## config.mk

```make
export PLATFORM = sky130hd
export DESIGN_NAME = lat_equalizer
export DESIGN_NICKNAME = d
export VERILOG_FILES = /design/src/rtl/lateq_pkg.sv /design/src/rtl/lateq_slot.sv /design/src/rtl/lateq_ctrl.sv /design/src/rtl/lateq_dpath.sv /design/src/rtl/lat_equalizer.sv
export SDC_FILE = /design/constraint.sdc
export NUM_CORES = 1
export LEC_CHECK = 0
export BUFFER_PORTS_ARGS = -buffer_cell sky130_fd_sc_hd__clkbuf_2
export CELL_PAD_IN_SITES_DETAIL_PLACEMENT = 0
export CELL_PAD_IN_SITES_GLOBAL_PLACEMENT = 1
export CORE_ASPECT_RATIO = 0.6
export CORE_MARGIN = 5
export CORE_UTILIZATION = 51
export CTS_CLUSTER_SIZE = 8
export DETAILED_ROUTE_END_ITERATION = 10
export PLACE_DENSITY_LB_ADDON = 0.25
export SYNTH_ARGS = -nofsm -noshare
export SYNTH_HDL_FRONTEND = slang
export SYNTH_SLANG_ARGS = --single-unit
```

## constraint.sdc

```tcl
create_clock -name clk -period 5.3 [get_ports clk]
set_input_delay 0.53 -clock clk [delete_from_list [all_inputs] [get_ports clk]]
set_output_delay 0.53 -clock clk [all_outputs]
set_load 0.005 [all_outputs]
```

## src/rtl/lateq_pkg.sv

```systemverilog
package lateq_pkg;
  // Strobes from control to datapath, one per cycle
  typedef struct packed {
    logic deliver;   // head load leaves the unit this cycle
    logic bypass;    // head data comes straight from the response port
    logic capture;   // response is written into its tag's buffer entry
  } strobe_t;
endpackage

```

## src/rtl/lateq_slot.sv

```systemverilog
module lateq_slot #(
  parameter int CNT_W = 4
) (
  input  logic             clk,
  input  logic             rst_n,
  input  logic             load,
  input  logic [CNT_W-1:0] loadVal,
  input  logic             advance,
  input  logic             retire,
  output logic             busy,
  output logic [CNT_W-1:0] cnt
);
  always_ff @(posedge clk or negedge rst_n) begin
    if (!rst_n) begin
      busy <= 1'b0;
      cnt  <= '0;
    end else if (load) begin
      busy <= 1'b1;
      cnt  <= loadVal;
    end else begin
      if (retire) busy <= 1'b0;
      if (busy && advance && (cnt != '0)) cnt <= cnt - CNT_W'(1);
    end
  end
endmodule

```

## src/rtl/lateq_ctrl.sv

```systemverilog
module lateq_ctrl
  import lateq_pkg::*;
#(
  parameter int TAG_W     = 3,
  parameter int LAT_W     = 4,
  parameter int LAT_RESET = 4
) (
  input  logic             clk,
  input  logic             rst_n,
  input  logic             latWrEn,
  input  logic [LAT_W-1:0] latWrVal,
  input  logic             issueValid,
  output logic             issueReady,
  output logic [TAG_W-1:0] issueTag,
  input  logic             rspValid,
  input  logic [TAG_W-1:0] rspTag,
  input  logic             headArrived,
  output logic             stall,
  output logic             dlvValid,
  output logic [TAG_W-1:0] headIdx,
  output strobe_t          stb
);
  localparam int               SLOTS    = 1 << TAG_W;
  localparam logic [TAG_W:0]   FULL_OCC = (TAG_W+1)'(SLOTS);
  localparam logic [LAT_W-1:0] LAT_INIT = LAT_W'(LAT_RESET);

  logic [LAT_W-1:0] latReg;
  logic [TAG_W-1:0] headPtr, tailPtr;
  logic [TAG_W:0]   occ;
  logic [SLOTS-1:0] slotBusy;
  logic [LAT_W-1:0] slotCnt [SLOTS];
  logic             issueFire, headDue, rspHitsHead, latAccept;

  assign headDue     = slotBusy[headPtr] && (slotCnt[headPtr] == '0);
  assign rspHitsHead = rspValid && (rspTag == headPtr);

  assign stall        = headDue && !headArrived && !rspHitsHead;
  assign stb.deliver  = headDue && (headArrived || rspHitsHead);
  assign stb.bypass   = headDue && !headArrived && rspHitsHead;
  assign stb.capture  = rspValid && slotBusy[rspTag] && !(stb.deliver && rspHitsHead);

  assign issueReady = (occ != FULL_OCC) && !stall;
  assign issueFire  = issueValid && issueReady;
  assign issueTag   = tailPtr;
  assign dlvValid   = stb.deliver;
  assign headIdx    = headPtr;

  assign latAccept = latWrEn && (occ == '0) && !issueFire && (latWrVal != '0);

  generate
    for (genvar i = 0; i < SLOTS; i++) begin : g_slot
      lateq_slot #(.CNT_W(LAT_W)) u_slot (
        .clk     (clk),
        .rst_n   (rst_n),
        .load    (issueFire && (tailPtr == TAG_W'(i))),
        .loadVal (latReg - LAT_W'(1)),
        .advance (!stall),
        .retire  (stb.deliver && (headPtr == TAG_W'(i))),
        .busy    (slotBusy[i]),
        .cnt     (slotCnt[i])
      );
    end
  endgenerate

  always_ff @(posedge clk or negedge rst_n) begin
    if (!rst_n) begin
      latReg  <= LAT_INIT;
      headPtr <= '0;
      tailPtr <= '0;
      occ     <= '0;
    end else begin
      if (latAccept)   latReg  <= latWrVal;
      if (issueFire)   tailPtr <= tailPtr + TAG_W'(1);
      if (stb.deliver) headPtr <= headPtr + TAG_W'(1);
      case ({issueFire, stb.deliver})
        2'b10:   occ <= occ + (TAG_W+1)'(1);
        2'b01:   occ <= occ - (TAG_W+1)'(1);
        default: occ <= occ;
      endcase
    end
  end
endmodule

```

## src/rtl/lateq_dpath.sv

```systemverilog
module lateq_dpath
  import lateq_pkg::*;
#(
  parameter int TAG_W  = 3,
  parameter int DATA_W = 32
) (
  input  logic              clk,
  input  logic              rst_n,
  input  strobe_t           stb,
  input  logic [TAG_W-1:0]  headIdx,
  input  logic [TAG_W-1:0]  rspTag,
  input  logic [DATA_W-1:0] rspData,
  output logic              headArrived,
  output logic [DATA_W-1:0] dlvData
);
  localparam int SLOTS = 1 << TAG_W;

  logic [SLOTS-1:0]  arrived;
  logic [DATA_W-1:0] dataBuf [SLOTS];

  always_ff @(posedge clk or negedge rst_n) begin
    if (!rst_n) begin
      arrived <= '0;
    end else begin
      if (stb.deliver) arrived[headIdx] <= 1'b0;
      if (stb.capture) arrived[rspTag]  <= 1'b1;
    end
  end

  always_ff @(posedge clk) begin
    if (stb.capture) dataBuf[rspTag] <= rspData;
  end

  assign headArrived = arrived[headIdx];
  assign dlvData     = stb.bypass ? rspData : dataBuf[headIdx];
endmodule

```

## src/rtl/lat_equalizer.sv

```systemverilog
module lat_equalizer
  import lateq_pkg::*;
#(
  parameter int TAG_W     = 3,
  parameter int DATA_W    = 32,
  parameter int LAT_W     = 4,
  parameter int LAT_RESET = 4
) (
  input  logic              clk,
  input  logic              rst_n,
  input  logic              latWrEn,
  input  logic [LAT_W-1:0]  latWrVal,
  input  logic              issueValid,
  output logic              issueReady,
  output logic [TAG_W-1:0]  issueTag,
  input  logic              rspValid,
  input  logic [TAG_W-1:0]  rspTag,
  input  logic [DATA_W-1:0] rspData,
  output logic              dlvValid,
  output logic [TAG_W-1:0]  dlvTag,
  output logic [DATA_W-1:0] dlvData,
  output logic              stall
);
  strobe_t          stb;
  logic             headArrived;
  logic [TAG_W-1:0] headIdx;

  lateq_ctrl #(.TAG_W(TAG_W), .LAT_W(LAT_W), .LAT_RESET(LAT_RESET)) u_ctrl (
    .clk         (clk),
    .rst_n       (rst_n),
    .latWrEn     (latWrEn),
    .latWrVal    (latWrVal),
    .issueValid  (issueValid),
    .issueReady  (issueReady),
    .issueTag    (issueTag),
    .rspValid    (rspValid),
    .rspTag      (rspTag),
    .headArrived (headArrived),
    .stall       (stall),
    .dlvValid    (dlvValid),
    .headIdx     (headIdx),
    .stb         (stb)
  );

  lateq_dpath #(.TAG_W(TAG_W), .DATA_W(DATA_W)) u_dpath (
    .clk         (clk),
    .rst_n       (rst_n),
    .stb         (stb),
    .headIdx     (headIdx),
    .rspTag      (rspTag),
    .rspData     (rspData),
    .headArrived (headArrived),
    .dlvData     (dlvData)
  );

  assign dlvTag = headIdx;
endmodule

```

==> metrics.txt, run 1 <==
Critical Path Fanout Max=46; Vert. Die Dim=138.4 um; CP Capture Point=dlvData[28]; dpl cells=1,343; clk_lat worst skew=540 ps; worst setup path startpoint=u_ctrl.headIdx[0]; hpwl dp=20.03 mm; RSZ-0062 raised after global routing=no; Die W=224 um; initial antenna violation count=2; CTS tree=done; Critical Path RT=4770 ps; final setup vio count=0; number of synthesized flops with an enable pin=256; status=finished, final reports clean; CP max stage cell=dfrtp_4; commonest cells after routing, fill and taps aside=edfxtp_1 (256), nand2_1 (118), clkbuf_2 (84), mux4_2 (69), dfrtp_1 (58); Core Region=27,350 um^2; R2R setup slack=1090 ps; I/O Buffers=84; Critical path buffers and inverters=2; max-slew violations=0; Clock transition at path regs=50 ps; Seq cells post-synth=318; global route overflow=0; mapped cell area=14,010 um^2; Initial DRC Count=803; vias in the first global route=8,305; Tot GR Track Use=21.09%; Initial Utilization=51.25%; Ports=85; max incr delay on CP=910 ps; clk buf depth=3; synth-to-layout area growth=14.98%; share of cells above drive strength 1=25.12%; DRC viols=0; post-layout minimum cycle time=4800 ps; Leakage=5.841 nW; asr flop ratio synth=19.50%; worst vdd ir=0.2959 mV; Netlist cell types=51; drt pass-1 iters=5; worst-margin pin slew=1065 ps; Synth Area per Inst=15.33 um^2; Nets=1,091; headroom to the max-slew limit=28.47%; R2R Path Start=u_ctrl.headIdx[2]; final RePlAce weighted congestion=0.8505; predominant post-synthesis flop cell=edfxtp_1; buffer count from post-CTS setup fixing=0; Power Dens Cells=567.0 nW/um^2; Tcrit/Tclk final=90.56%; Clock Skews=14.31 ps; Final Hold Fails=0; Yosys warnings=0; family with the most delay on the worst path=simple AND/OR/NAND/NOR gates; Critical Path Sink Type=output port; WS Path Type=flip-flop to output port; CTS Hold Buffers Added=0; fin cells=1,407; setup TNS=0 ps; post-CTS sizing=0; die area=31,000 um^2; CTS H-tree depth=2; Num CTS Buffers=45; first-pass GRT wire length=50.60 mm; crit path DAT=4270 ps; largest net degree at the start of global routing=63; Final ANT Viol Nets=0; Worst Hold Class=input port to async pin; routed length per instance=23.26 um; fraction of the yosys area taken by sequential cells=65.94%; commonest non-fill, non-tap cell in the layout=edfxtp_1; overall routed net length=32.72 mm; Reg2Reg Depth=14; DR vias=8,364; clk root buf=clkbuf_16; clk sinks=318; maxcap violations=0; Site Rows=47; Syn Nets=982; r2r endpoint=u_ctrl.occ[2]; CP Cell Sequence=mux4_1 > nand2_1 > and2_0 > and4_4 > nand4_4 > buf_4 > a31oi_1 > clkbuf_2; WP depth=8; DR vias/cell=5.945; Post-Synthesis Cells=914; Max Freq=208.4 MHz; CP Launch Type=flip-flop
## power breakdown
group	total (mW)	switching (mW)	internal, mW
clock network	2.53	0.996	1.53
registers	3.51	0.476	3.04
logic	3.09	1.66	1.43
## per-stage QoR
| step | utilization [%] | area [um^2] | power (mW) | hold WS [ps] | worst slack (ps) |
|---|---|---|---|---|---|
| 6_report | 58.92 | 16110 | 9.136 | 152.2 | 500.5 |
| 5_1_grt | 58.92 | 16110 | 9.660 | 230.7 | 215.3 |
| 4_1_cts | 58.92 | 16110 | 9.196 | 194.0 | 433.1 |
| 3_5_place_dp | 54.44 | 14890 | 6.633 | 468.8 | 1071 |
| 3_3_place_gp | 54.44 | 14890 | 6.603 | 461.9 | 1188 |
| 2_1_floorplan | - | 14010 | 5.618 | 234.4 | 755.4 |
## Yosys cell counts (2+ instances only)
cell | number | share of area, %
a21boi_0 | 2 | 0.11
a21o_1 | 9 | 0.48
a21oi_1 | 14 | 0.50
a21oi_2 | 2 | 0.13
a22oi_1 | 11 | 0.59
a31o_2 | 2 | 0.13
a31oi_1 | 42 | 1.9
and2_0 | 2 | 0.089
and2_1 | 8 | 0.36
and3_1 | 2 | 0.089
buf_1 | 2 | 0.054
buf_2 | 17 | 0.61
buf_4 | 2 | 0.11
buf_6 | 4 | 0.32
clkbuf_1 | 15 | 0.40
dfrtp_1 | 61 | 11
edfxtp_1 | 256 | 55
ha_1 | 24 | 2.1
inv_1 | 25 | 0.67
inv_2 | 4 | 0.11
mux2_2 | 12 | 0.96
mux2_4 | 4 | 0.43
mux2i_1 | 24 | 1.7
mux4_1 | 2 | 0.37
mux4_2 | 69 | 11
nand2_1 | 118 | 3.2
nand2b_1 | 4 | 0.18
nand3_1 | 17 | 0.61
nand3b_1 | 3 | 0.16
nand4_1 | 2 | 0.089
nand4_2 | 2 | 0.18
nor2_1 | 48 | 1.3
nor2b_1 | 3 | 0.13
nor3_1 | 16 | 0.57
nor3b_1 | 11 | 0.59
nor4_1 | 2 | 0.089
o211ai_1 | 9 | 0.48
o21ai_0 | 26 | 0.93
o31ai_1 | 3 | 0.16
or4_1 | 6 | 0.32
xnor2_1 | 16 | 1.0
xor2_1 | 4 | 0.25
## state kept, by name (all words and copies together), names as in the netlist
name                       flops
u_dpath.arrived                8
u_dpath.dataBuf              256
u_ctrl.g_slot.u_slot.busy      8
u_ctrl.issueTag                3
u_ctrl.occ                     4
u_ctrl.g_slot.u_slot.cnt      32
u_ctrl.latReg                  4
u_ctrl.headIdx                 3
## logic make-up after synthesis
logic type,after synthesis,share of synthesized area [%]
fa+ha+maj,24,2.143
simple gates,249,8.295
buf+inv,69,2.268
xor+xnor,20,1.250
compound gates,123,5.536
flops,318,65.94
mux,111,14.57
## final cells by class
cell class	instances	area [um^2]
Inverter	29	108.9
Tap cell	367	459.2
Multi-Input combinational cell	527	4514
Antenna cell	1	2.502
Fill cell	2086	11230
Sequential cell	318	9249
Timing Repair Buffer	102	555.5
Clock buffer	60	1182
Clock inverter	3	41.29
## routing by layer
metal	global-route usage, %	vias to the layer above	share of wire, %
met3	5.254	50	8.0
met4	4.929	2	1.5
met5	0	-	0.040
li1	-	3748	-
met1	34.29	4237	48
met2	28.71	327	42
## how the worst min path moves through the flow
stage | from | to | slack [ps] | cells after the start
finish | rst_n | u_ctrl.occ[2] | 150 | 2
global route | latWrVal[0] | u_ctrl.latReg[0] | 230 | 2
CTS | rst_n | u_ctrl.g_slot[2].u_slot.cnt[0] | 190 | 2
detailed placement | u_dpath.arrived[0] | u_dpath.arrived[0] | 470 | 1
global placement | u_dpath.arrived[0] | u_dpath.arrived[0] | 460 | 1
floorplan | rst_n | u_ctrl.g_slot[0].u_slot.busy | 230 | 0
Power figures use the tool's default switching activity.
==> inputs of run 2 (changes only) <==
MAX_ROUTING_LAYER = met4   (was not set)
SLEW_MARGIN = 10   (was not set)
==> metrics.txt, run 2 (synthesized netlist as in run 1, its figures left out) <==
design area=16,120 um^2; RSZ-0062 raised after global routing=no; Critical Path Sink Type=output port; Reg area=9249 um^2; final RePlAce weighted congestion=0.8640; clk buf depth=3; Initial DRC Count=757; biggest regs=u_dpath.dataBuf: 256 flops, u_ctrl.g_slot.u_slot.cnt: 32 flops; Leakage=5.841 nW; status=finished, final reports clean; Nets=1,091; post-CTS sizing=0; worst setup path startpoint=u_ctrl.headIdx[0]; dpl cell area=14,890 um^2; Clock Skews=14.87 ps; Max Freq=208.4 MHz; global route overflow=0; share of cells above drive strength 1=25.12%; DRC viols=0; Core Region=27,350 um^2; max reg flops=256; maxcap violations=0; headroom to the max-slew limit=29.28%; CTS H-tree depth=2; Site Rows=47; worst vdd ir=0.2961 mV; FILL cells=2,085; area occupied by multi-input gates=4514 um^2; worst-margin pin slew=1053 ps; pre-CTS setup slack=1071 ps; Top reg by flops=u_dpath.dataBuf; WS Path Type=flip-flop to output port; die area=31,000 um^2; Tcrit/Tclk final=90.55%; Clock transition at path regs=50 ps; overall routed net length=32.61 mm; Power Dens Cells=566.3 nW/um^2; setup TNS=0 ps; R2R Path Start=u_ctrl.headIdx[2]; initial antenna violation count=2; CP Launch Type=flip-flop; max-slew violations=0; DR vias=8,300; I/O Buffers=84; CP Capture Point=dlvData[28]; commonest cells after routing, fill and taps aside=edfxtp_1 (256), nand2_1 (118), clkbuf_2 (84), mux4_2 (69), dfrtp_1 (58); Critical Path Fanout Max=46; Initial Utilization=51.25%; drt pass-1 iters=5; Core Util, Final=58.93%; clk_lat worst skew=540 ps; largest net degree at the start of global routing=63; R2R setup slack=1080 ps; vias in the first global route=8,306; clk sinks=318; Num CTS Buffers=45; Die W=224 um; commonest non-fill, non-tap cell in the layout=edfxtp_1; buffer count from post-CTS setup fixing=0; Final ANT Viol Nets=0; clk root buf=clkbuf_16; hpwl dp=20.03 mm; Ports=85; synth-to-layout area growth=15.00%; r2r endpoint=u_ctrl.occ[2]; Final Hold Fails=0; Vert. Die Dim=138.4 um; CTS tree=done; Tot GR Track Use=21.72%; Reg2Reg Depth=14; Final WS setup=500.8 ps; first-pass GRT wire length=50.64 mm; Tot Pwr=9.126 mW; CTS Hold Buffers Added=0; crit path DAT=4270 ps; Worst Hold Class=input port to async pin; final setup vio count=0; DR vias/cell=5.895; post-layout minimum cycle time=4799 ps; routed length per instance=23.16 um; Critical Path RT=4770 ps
==> run 2: cell count changes in the layout (fill, tap and decap cells not counted) <==
| cell | change |
|---|---|
| diode_2 | +1 |
==> run 2: through the flow <==
stage	hold slack (ps)	cells
global route	232.3	1408
detailed placement	468.8	1343
CTS	194.0	1406
finish	154.2	1408
floorplan	234.4	914
global placement	461.9	1343
==> run 2: worst min-delay path by stage <==
stage,from,to,cells after the start
6_report,rst_n,u_ctrl.occ[2],2
5_1_grt,latWrVal[0],u_ctrl.latReg[0],2
4_1_cts,rst_n,u_ctrl.g_slot[2].u_slot.cnt[0],2
3_5_place_dp,u_dpath.arrived[0],u_dpath.arrived[0],1
3_3_place_gp,u_dpath.arrived[0],u_dpath.arrived[0],1
2_1_floorplan,rst_n,u_ctrl.g_slot[0].u_slot.busy,0
==> run 2: power by group <==
part           switching [mW]  internal (mW)
combinational            1.66           1.43
sequential              0.472           3.04
clock                   0.992           1.53
total                    3.12           6.00
==> run 2: critical path, cell delays in order (launching register included) <==
cell	delay, ps
dfrtp_4	910
mux4_1	670
nand2_1	90
and2_0	190
and4_4	380
nand4_4	660
buf_4	480
a31oi_1	190
clkbuf_2	150
==> run 2: layout make-up <==
type | count | area share [%]
Clock buffer | 60 | 7.337
Sequential cell | 318 | 57.39
Tap cell | 367 | 2.849
Antenna cell | 2 | 0.03106
Multi-Input combinational cell | 527 | 28.01
Clock inverter | 3 | 0.2562
Timing Repair Buffer | 102 | 3.447
Inverter | 29 | 0.6755
==> run 2: per-layer routing <==
layer,global-route usage (%),part of all wire [%],vias to the layer above
li1,-,-,3749
met1,34.18,49,4218
met2,28.70,42,289
met3,5.339,7.4,44
met4,4.929,1.4,0
met5,-,0,-
==> inputs of run 3 (changes only) <==
PLACE_DENSITY = 0.78   (was not set)
PLACE_DENSITY_LB_ADDON = not set   (was 0.25)
==> metrics.txt, run 3 (synthesized netlist as in run 1, its figures left out) <==
Initial Utilization=51.25%; Tot Pwr=9.096 mW; Clock transition at path regs=60 ps; Site Rows=47; drt pass-1 iters=7; Seq pwr share=38.0%; status=finished, final reports clean; Leakage=5.849 nW; post-layout minimum cycle time=4578 ps; I/O Buffers=84; Critical path buffers and inverters=1; dpl cell area=14,900 um^2; Worst Hold Class=input port to async pin; max-slew violations=0; Critical Path Sink Type=output port; family with the most delay on the worst path=simple AND/OR/NAND/NOR gates; Power Dens Cells=563.6 nW/um^2; Final ANT Viol Nets=0; clk_lat worst skew=540 ps; DRC viols=0; headroom to the max-slew limit=30.05%; clk root buf=clkbuf_16; Die W=224 um; setup TNS=0 ps; synth-to-layout area growth=15.16%; buffer count from post-CTS setup fixing=0; first-pass GRT wire length=50.63 mm; CP max stage cell=dfrtp_4; commonest non-fill, non-tap cell in the layout=edfxtp_1; pre-CTS setup slack=938.2 ps; sw power=3.086 mW; worst vdd ir=0.2946 mV; clk buf depth=3; Clock Skews=21.45 ps; share of cells above drive strength 1=25.22%; FILL cells=2,081; final setup vio count=0; initial antenna violation count=2; worst-margin pin slew=1042 ps; CTS H-tree depth=2; CP Launch Type=flip-flop; Core Util, Final=59.02%; final RePlAce weighted congestion=0.8663; CP Cell Sequence=mux4_2 > nand2_1 > and2_1 > and4_4 > nand4_4 > a31oi_1 > clkbuf_2; Ports=85; biggest regs=u_dpath.dataBuf: 256 flops, u_ctrl.g_slot.u_slot.cnt: 32 flops; Num CTS Buffers=45; RSZ-0062 raised after global routing=no; maxcap violations=0; global route overflow=0; R2R setup slack=910 ps; max incr delay on CP=830 ps; Tcrit/Tclk final=86.39%; CTS Hold Buffers Added=0; clk sinks=318; Pint=6.010 mW; post-CTS sizing=0; hpwl dp=19.25 mm; fin cells=1,408; clock share of power=27.9%; Tot GR Track Use=21.58%; vias in the first global route=8,390; Critical Path RT=4770 ps; die area=31,000 um^2; WS Path Type=flip-flop to output port; dpl cells=1,343; CTS tree=done; Critical Path Fanout Max=46; Nets=1,091; Core Region=27,350 um^2; Initial DRC Count=1,001; overall routed net length=31.84 mm; Final Hold Fails=0; Top reg by flops=u_dpath.dataBuf; Comb pwr share=34.2%; Max Freq=218.4 MHz; DR vias/cell=5.917; hold_ws=172.7 ps; routed length per instance=22.61 um; Final WS setup=721.6 ps; DR vias=8,331; max reg flops=256; Vert. Die Dim=138.4 um; switching part of the total=33.92%; crit path DAT=4050 ps; largest net degree at the start of global routing=63; design area=16,140 um^2; commonest cells after routing, fill and taps aside=edfxtp_1 (256), nand2_1 (118), clkbuf_2 (84), mux4_2 (69), dfrtp_1 (58)
## run 3: cell count changes in the layout (fill, tap and decap cells not counted)
cell,before,now
clkbuf_1,15,14
clkbuf_8,0,1
buf_4,18,17
buf_12,0,1
## run 3: layer usage
| layer | routed length, um | share of wire, % | vias up | track usage [%] |
|---|---|---|---|---|
| li1 | - | - | 3752 | - |
| met1 | 14720 | 46 | 4208 | 33.27 |
| met2 | 14160 | 44 | 332 | 29.73 |
| met3 | 2561 | 8.0 | 39 | 4.979 |
| met4 | 389 | 1.2 | 0 | 4.446 |
| met5 | 0 | 0 | - | - |
## run 3: final cells by class
cell class	instances	area (um^2)	area share (%)
sequential	318	9249	57.31
timing repair buffer	102	568.0	3.520
antenna	2	5.005	0.03101
clock buffer	60	1192	7.389
inverter	29	108.9	0.6745
multi-input combinational	527	4514	27.97
tap	367	459.2	2.845
clock inverter	3	41.29	0.2559
## run 3: final timing paths
kind	endpoint	cells after the start	start
worst max-delay path	dlvData[28]	7	u_ctrl.headIdx[2]
worst min-delay path	u_ctrl.g_slot[7].u_slot.cnt[0]	2	rst_n
worst max register to register	u_ctrl.occ[2]	13	u_ctrl.headIdx[2]
worst min register to register	u_dpath.arrived[3]	1	u_dpath.arrived[3]
max in group asynchronous	u_ctrl.headIdx[2]	2	rst_n
min in group clk	u_ctrl.latReg[2]	2	latWrVal[2]
## run 3: worst register-to-register path, stage by stage, from the launching register on
cell     delay (ps)
dfrtp_4         830
buf_4           660
mux2i_1         180
mux4_2          540
nand2_2         110
nand3_1         280
inv_1           490
ha_1            360
xor2_1          100
ha_1            200
a21oi_1         140
xor2_1          150
nor2_1           70
xor2_1          150
## run 3: power groups by stage
stage | Clock, mW | Combinational [mW] | Sequential [mW]
2_1_floorplan | 0 | 2.35 | 3.27
3_3_place_gp | 0 | 3.08 | 3.49
3_5_place_dp | 0 | 3.11 | 3.48
4_1_cts | 2.59 | 3.13 | 3.44
5_1_grt | 2.72 | 3.46 | 3.50
6_report | 2.53 | 3.11 | 3.45
